===== src/rtl/octet_feeder_pkg.sv =====
package octet_feeder_pkg;
    typedef enum logic [1:0] {
        S_IDLE   = 2'd0,
        S_RUN    = 2'd1,
        S_FINISH = 2'd2
    } feed_state_e;
endpackage


===== src/rtl/octet_unpack.sv =====
module octet_unpack #(
    parameter int LANES = 8,
    parameter int CW    = 13,
    parameter int NW    = 10
) (
    input  logic                  src_narrow,
    input  logic [LANES*CW-1:0]   wide_word,
    input  logic [LANES*NW-1:0]   narrow_word,
    output logic [LANES*CW-1:0]   octet
);
    localparam int PAD = CW - NW;

    for (genvar k = 0; k < LANES; k++) begin : g_lane
        assign octet[k*CW +: CW] = src_narrow
            ? {{PAD{1'b0}}, narrow_word[k*NW +: NW]}
            : wide_word[k*CW +: CW];
    end
endmodule


===== src/rtl/coef_shift_buffer.sv =====
module coef_shift_buffer #(
    parameter int LANES = 8,
    parameter int CW    = 13,
    parameter int DEPTH = LANES + 1,
    parameter int CNTW  = $clog2(DEPTH + 1)
) (
    input  logic                clk,
    input  logic                rst_n,
    input  logic                load_low,
    input  logic                load_high,
    input  logic                shift,
    input  logic [LANES*CW-1:0] octet,
    output logic [CW-1:0]       head,
    output logic [CNTW-1:0]     count
);
    for (genvar i = 0; i < DEPTH; i++) begin : g_ent
        logic [CW-1:0] q;
        logic [CW-1:0] low_val;
        logic [CW-1:0] high_val;
        logic [CW-1:0] shift_val;

        if (i < LANES) begin : g_low
            assign low_val = octet[i*CW +: CW];
        end else begin : g_low_pad
            assign low_val = '0;
        end

        if (i > 0) begin : g_high
            assign high_val = octet[(i-1)*CW +: CW];
        end else begin : g_high_keep
            assign high_val = q;
        end

        if (i < DEPTH - 1) begin : g_sh
            assign shift_val = g_ent[i+1].q;
        end else begin : g_sh_top
            assign shift_val = '0;
        end

        always_ff @(posedge clk) begin
            if (!rst_n) begin
                q <= '0;
            end else if (load_low) begin
                q <= low_val;
            end else if (load_high) begin
                q <= high_val;
            end else if (shift) begin
                q <= shift_val;
            end
        end
    end

    assign head = g_ent[0].q;

    always_ff @(posedge clk) begin
        if (!rst_n) begin
            count <= '0;
        end else if (load_low) begin
            count <= CNTW'(LANES);
        end else if (load_high) begin
            count <= count + CNTW'(LANES);
        end else if (shift) begin
            count <= count - CNTW'(1);
        end
    end
endmodule


===== src/rtl/feeder_ctrl.sv =====
module feeder_ctrl
    import octet_feeder_pkg::*;
#(
    parameter int OCTETS = 32,
    parameter int CNTW   = 4,
    parameter int OCTW   = $clog2(OCTETS + 1)
) (
    input  logic            clk,
    input  logic            rst_n,
    input  logic            start_load,
    input  logic            refill_load,
    input  logic            consume,
    input  logic [CNTW-1:0] count,
    output logic            load_low,
    output logic            load_high,
    output logic            shift,
    output logic            refill_req,
    output logic            done,
    output logic            underflow,
    output logic            overrun,
    output feed_state_e     state
);
    feed_state_e     state_nx;
    logic [OCTW-1:0] oct_cnt;
    logic            empty;
    logic            one_left;
    logic            last_octet;
    logic            shift_ok;
    logic            refill_ok;
    logic            ov_evt;
    logic            uf_evt;

    assign empty      = (count == '0);
    assign one_left   = (count == CNTW'(1));
    assign last_octet = (oct_cnt == OCTW'(OCTETS));

    always_ff @(posedge clk) begin
        if (!rst_n) begin
            state <= S_IDLE;
        end else begin
            state <= state_nx;
        end
    end

    always_comb begin
        state_nx   = state;
        refill_ok  = 1'b0;
        ov_evt     = 1'b0;
        shift_ok   = consume && !start_load && !empty;
        uf_evt     = consume && !start_load && empty;
        done       = 1'b0;
        refill_req = 1'b0;
        unique case (state)
            S_IDLE: begin
                if (start_load) state_nx = S_RUN;
            end
            S_RUN: begin
                refill_req = !last_octet && (count <= CNTW'(2));
                refill_ok  = refill_load && !start_load && (count <= CNTW'(1)) && !last_octet;
                ov_evt     = refill_load && !start_load && !refill_ok;
                if (!start_load && shift_ok && last_octet && one_left) begin
                    state_nx = S_FINISH;
                end
            end
            S_FINISH: begin
                done     = 1'b1;
                state_nx = start_load ? S_RUN : S_IDLE;
            end
            default: state_nx = S_IDLE;
        endcase
        load_low  = start_load || (refill_ok && (empty || shift_ok));
        load_high = refill_ok && one_left && !shift_ok;
        shift     = shift_ok && !load_low;
    end

    always_ff @(posedge clk) begin
        if (!rst_n) begin
            oct_cnt   <= '0;
            underflow <= 1'b0;
            overrun   <= 1'b0;
        end else begin
            if (start_load) begin
                oct_cnt <= OCTW'(1);
            end else if (refill_ok) begin
                oct_cnt <= oct_cnt + OCTW'(1);
            end
            if (uf_evt) underflow <= 1'b1;
            if (ov_evt) overrun   <= 1'b1;
        end
    end
endmodule


===== src/rtl/coef_octet_feeder.sv =====
module coef_octet_feeder
    import octet_feeder_pkg::*;
#(
    parameter int LANES  = 8,
    parameter int CW     = 13,
    parameter int NW     = 10,
    parameter int OCTETS = 32
) (
    input  logic                clk,
    input  logic                rst_n,
    input  logic                start_load,
    input  logic                refill_load,
    input  logic                src_narrow,
    input  logic [LANES*CW-1:0] wide_word,
    input  logic [LANES*NW-1:0] narrow_word,
    input  logic                consume,
    output logic [CW-1:0]       coef_out,
    output logic                coef_valid,
    output logic                refill_req,
    output logic                done,
    output logic                underflow,
    output logic                overrun
);
    localparam int DEPTH = LANES + 1;
    localparam int CNTW  = $clog2(DEPTH + 1);
    localparam int OCTW  = $clog2(OCTETS + 1);

    logic [LANES*CW-1:0] octet;
    logic [CNTW-1:0]     buf_count;
    logic                load_low;
    logic                load_high;
    logic                shift;
    feed_state_e         feed_state;

    octet_unpack #(.LANES(LANES), .CW(CW), .NW(NW)) u_unpack (
        .src_narrow (src_narrow),
        .wide_word  (wide_word),
        .narrow_word(narrow_word),
        .octet      (octet)
    );

    coef_shift_buffer #(.LANES(LANES), .CW(CW), .DEPTH(DEPTH), .CNTW(CNTW)) u_buf (
        .clk      (clk),
        .rst_n    (rst_n),
        .load_low (load_low),
        .load_high(load_high),
        .shift    (shift),
        .octet    (octet),
        .head     (coef_out),
        .count    (buf_count)
    );

    feeder_ctrl #(.OCTETS(OCTETS), .CNTW(CNTW), .OCTW(OCTW)) u_ctrl (
        .clk        (clk),
        .rst_n      (rst_n),
        .start_load (start_load),
        .refill_load(refill_load),
        .consume    (consume),
        .count      (buf_count),
        .load_low   (load_low),
        .load_high  (load_high),
        .shift      (shift),
        .refill_req (refill_req),
        .done       (done),
        .underflow  (underflow),
        .overrun    (overrun),
        .state      (feed_state)
    );

    assign coef_valid = (buf_count != '0);
endmodule


===== config.mk =====
export PLATFORM = sky130hd
export DESIGN_NAME = coef_octet_feeder
export DESIGN_NICKNAME = d
export VERILOG_FILES = /design/src/rtl/octet_feeder_pkg.sv /design/src/rtl/octet_unpack.sv /design/src/rtl/coef_shift_buffer.sv /design/src/rtl/feeder_ctrl.sv /design/src/rtl/coef_octet_feeder.sv
export SDC_FILE = /design/constraint.sdc
export NUM_CORES = 1
export LEC_CHECK = 0
export ABC_CLOCK_PERIOD_IN_PS = 7200
export BUFFER_PORTS_ARGS = -buffer_cell sky130_fd_sc_hd__buf_4
export CAP_MARGIN = 20
export CORE_ASPECT_RATIO = 0.9
export CORE_MARGIN = 2
export CORE_UTILIZATION = 52
export CTS_CLUSTER_SIZE = 40
export DETAILED_ROUTE_END_ITERATION = 10
export PLACE_DENSITY = 0.78
export SETUP_SLACK_MARGIN = 0.5
export SLEW_MARGIN = 10
export SYNTH_ARGS = -nofsm -noshare
export SYNTH_HDL_FRONTEND = slang
export SYNTH_SLANG_ARGS = --single-unit

===== constraint.sdc =====
create_clock -name clk -period 7.2 [get_ports clk]
set_input_delay 0.72 -clock clk [delete_from_list [all_inputs] [get_ports clk]]
set_output_delay 0.72 -clock clk [all_outputs]
set_load 0.005 [all_outputs]

==> results.cfg <==
[power_and_ir_drop]
total_power_mw = 2.077
leakage_nw = 3.982
p_per_area_nw_per_um2 = 192.2
vdd_drop_max_uv = 186.4

[drt]
post_drt_via_cell_ratio = 6.321
wl_um = 25910
vias = 8065
routedWlPerCell_um = 20.30
ant_nets = 0
drc = 0
first_pass_iters = 5
drtIter0Drc = 768

[job]
max_cap_viol_count = 0

[timing]
skew_ns = 0.008156
relSlewSlack_pct = 27.22
grt_setup_unrepaired = no
worst_pin_slew_ns = 1.092
maxSlewViolCount = 0
fin_crit_ns = 3.533
setup_violations = 0
tns_ns = 0
hold_viol = 0
max_freq_mhz = 283.0
fin_crit_sh_pct = 49.08

[logic_synthesis]
ys_seq_area_share_pct = 30.18
postSynthAreaPerCell_um2 = 9.582
synth.top_cell.area_share_pct = 30.18
netlist_area_um2 = 8691
ys.flop_type = dfxtp_1
syn_inst = 907
synth_top_cell_by_area = dfxtp_1
yosys_warnings = 0
ys_ff_latch = 131
synthDistinctLibCells = 54
synth_edf_count = 0
syn-num-nets = 1102
synthTopCellsByArea = dfxtp_1 (30%), mux2i_1 (23%), mux2_2 (13%)
async_flop_share_pct = 0

[clock_tree]
post_cts_buffers = 0
htree_levels = 4
clock_sinks = 131
root_buffer = clkbuf_16
clockBufferDepth = 2
cts_tree = built
cts_resized = 0
ctsHoldBuffers = 0
clk_latency_ns = 0.43
clkTransAtPathRegs_ns = 0.06
cts_buffers = 17

[critical_path]
path_max_fanout = 35
worstPathArrival_ns = 3.85
r2r_slack_ns = 3.67
worstPathRequired_ns = 7.52
rr_worst_depth = 9
crit_type = flop to flop
critical_path.endpoint_type = flop
r2r_end = u_buf.g_ent[2].shift_val[1]$_SDFFE_PN0P_
worstSetupStartpointType = flop
r2r_start = u_buf.count[1]$_SDFFE_PP0P_

[floorplan]
die-area_um2 = 17760
fp.dieW_um = 140.3
io_pins = 208
rows = 44
die_h_um = 126.6
start_util_pct = 53.51
core-area_um2 = 16240

[cells_and_area]
insertedDiodeCount = 0
areaGrowthSynthToFinish_pct = 24.34
drive_gt1_share_pct = 33.86
final_nets = 1251

[hold_path]
min_to = u_buf.g_ent[7].shift_val[7]$_SDFFE_PP0P_
hold_depth = 2
min_path_type = flop to flop
hp-start = u_buf.g_ent[7].shift_val[7]$_SDFFE_PP0P_

[status]
status = finished, final reports clean

[grt]
track_usage_pct = 28.82
antenna_found_initial = 0
grt_pass1_vias = 7816
overflow = 0
grt_max_degree = 80
grt_pass1_wl_um = 40890

[place]
dpl.hpwl_um = 17200
io_buffers = 207
gp_routability_congestion = 0.8515
-- how the worst max path moves through the flow --
| stage | start | to | slack, ns | cells after the start |
|---|---|---|---|---|
| after floorplan | start_load | u_buf.g_ent[3].shift_val[8]$_SDFFE_PN0P_ | 4.73 | 7 |
| after global placement | start_load | u_buf.g_ent[4].shift_val[1]$_SDFFE_PN0P_ | 3.43 | 7 |
| after detailed placement | start_load | u_buf.g_ent[4].shift_val[0]$_SDFFE_PN0P_ | 3.42 | 7 |
| after CTS | u_buf.count[1]$_SDFFE_PP0P_ | u_buf.g_ent[2].shift_val[1]$_SDFFE_PN0P_ | 3.70 | 9 |
| after global routing | u_buf.count[1]$_SDFFE_PP0P_ | u_buf.g_ent[2].shift_val[1]$_SDFFE_PN0P_ | 3.49 | 9 |
| final | u_buf.count[1]$_SDFFE_PP0P_ | u_buf.g_ent[2].shift_val[1]$_SDFFE_PN0P_ | 3.67 | 9 |
-- layer usage --
layer	up-vias	global-route usage, %	routed length [um]
li1	3745	-	-
met1	3876	37.33	10820
met2	381	47.43	12380
met3	63	5.474	1861
met4	0	11.88	846
met5	-	0	0
-- metrics by stage --
stage / setup WS (ns) / std cells / hold WS (ns) / util [%] / cell area (um^2)
6_report: 3.667 / 1276 / 0.4733 / 66.54 / 10810
5_1_grt: 3.493 / 1276 / 0.4865 / 66.54 / 10810
4_1_cts: 3.701 / 1276 / 0.4714 / 66.54 / 10810
3_5_place_dp: 3.415 / 1244 / 0.4605 / 62.94 / 10220
3_3_place_gp: 3.430 / 1242 / 0.4506 / 62.83 / 10200
2_1_floorplan: 4.726 / 907 / 0.4417 / - / 8691
-- cell usage in the layout, fill, tap and decap left out, types with 2 or more instances in the layout --
cell,synthesis,final
a211oi_1,9,9
a21o_1,2,2
a21oi_1,22,22
a31oi_1,12,11
a32o_1,63,63
and2_1,4,4
and3_1,13,12
buf_4,6,220
bufinv_16,0,3
clkbuf_1,49,2
clkbuf_16,0,17
clkinv_2,0,8
dfxtp_1,131,131
ha_1,5,5
inv_1,5,5
mux2_1,4,4
mux2_2,98,98
mux2i_1,199,199
nand2_1,53,53
nand2b_1,10,10
nand3_1,32,32
nand3b_1,6,6
nand4_1,6,6
nor2_1,18,18
nor2b_1,11,11
nor3_1,4,4
nor3b_1,9,8
nor4_1,2,2
o211ai_1,5,5
o21a_1,3,3
o21ai_0,37,37
o22ai_1,16,16
o31a_1,3,3
o32ai_1,8,8
or4_1,2,2
xnor2_1,3,3
xor2_1,4,4
-- cells in the mapped netlist (all sizes together) (6+ instances only) --
master	n
nand3b	6
a21oi	23
dfxtp	131
o32ai	8
nor2	20
o22ai	16
nand2	54
mux2i	199
buf	42
mux2	102
and3	13
o21ai	38
a31oi	12
nand2b	10
nand4	6
nor3b	10
a211oi	9
clkbuf	49
a32o	63
nand3	33
nor2b	11
inv	6
-- power by group --
part | switching [mW] | internal (mW) | total [mW]
Clock | 0.322 | 0.547 | 0.870
Sequential | 0.0384 | 0.769 | 0.808
Combinational | 0.188 | 0.212 | 0.400
Total | 0.549 | 1.53 | 2.08
-- logic make-up (layout without fill, tap and decap cells) --
kind of cell               after synthesis  after routing  share of synthesized area, %
AOI/OAI and AO/OA                      186            186                         15.99
and+or+nand+nor                        179            179                         11.13
xor gates and xnor gates                 7              7                        0.7055
buffers and inverters                   98            260                         5.140
adders and majority gates                5              5                        0.7198
DFF                                    131            131                         30.18
muxes                                  301            301                         36.14
-- flip-flops by register name, summed over array words and instances (netlist names), named ones only --
register               count
u_buf.count                3
u_buf.g_ent.shift_val    104
u_buf.head                13
u_ctrl.oct_cnt             6
u_ctrl.overrun             1
u_ctrl.state               2
u_ctrl.underflow           1
-- area by class of cell --
type | instances | area [um^2]
Clock buffer | 20 | 446.7
Timing Repair Buffer | 221 | 1663
Tap cell | 207 | 259.0
Clock inverter | 12 | 137.6
Fill cell | 1342 | 5434
Multi-Input combinational cell | 678 | 5652
Sequential cell | 131 | 2623
Inverter | 7 | 26.28
-- worst max-delay path, cell delays in order (launching register included) --
cell	delay, ns
dfxtp_1	0.33
inv_1	0.11
ha_1	0.18
or3b_1	0.35
buf_4	0.24
nor2_4	0.82
buf_4	0.67
mux2i_1	0.29
mux2i_1	0.13
a32o_1	0.25
No activity file was read; power rests on OpenSTA's default activity.
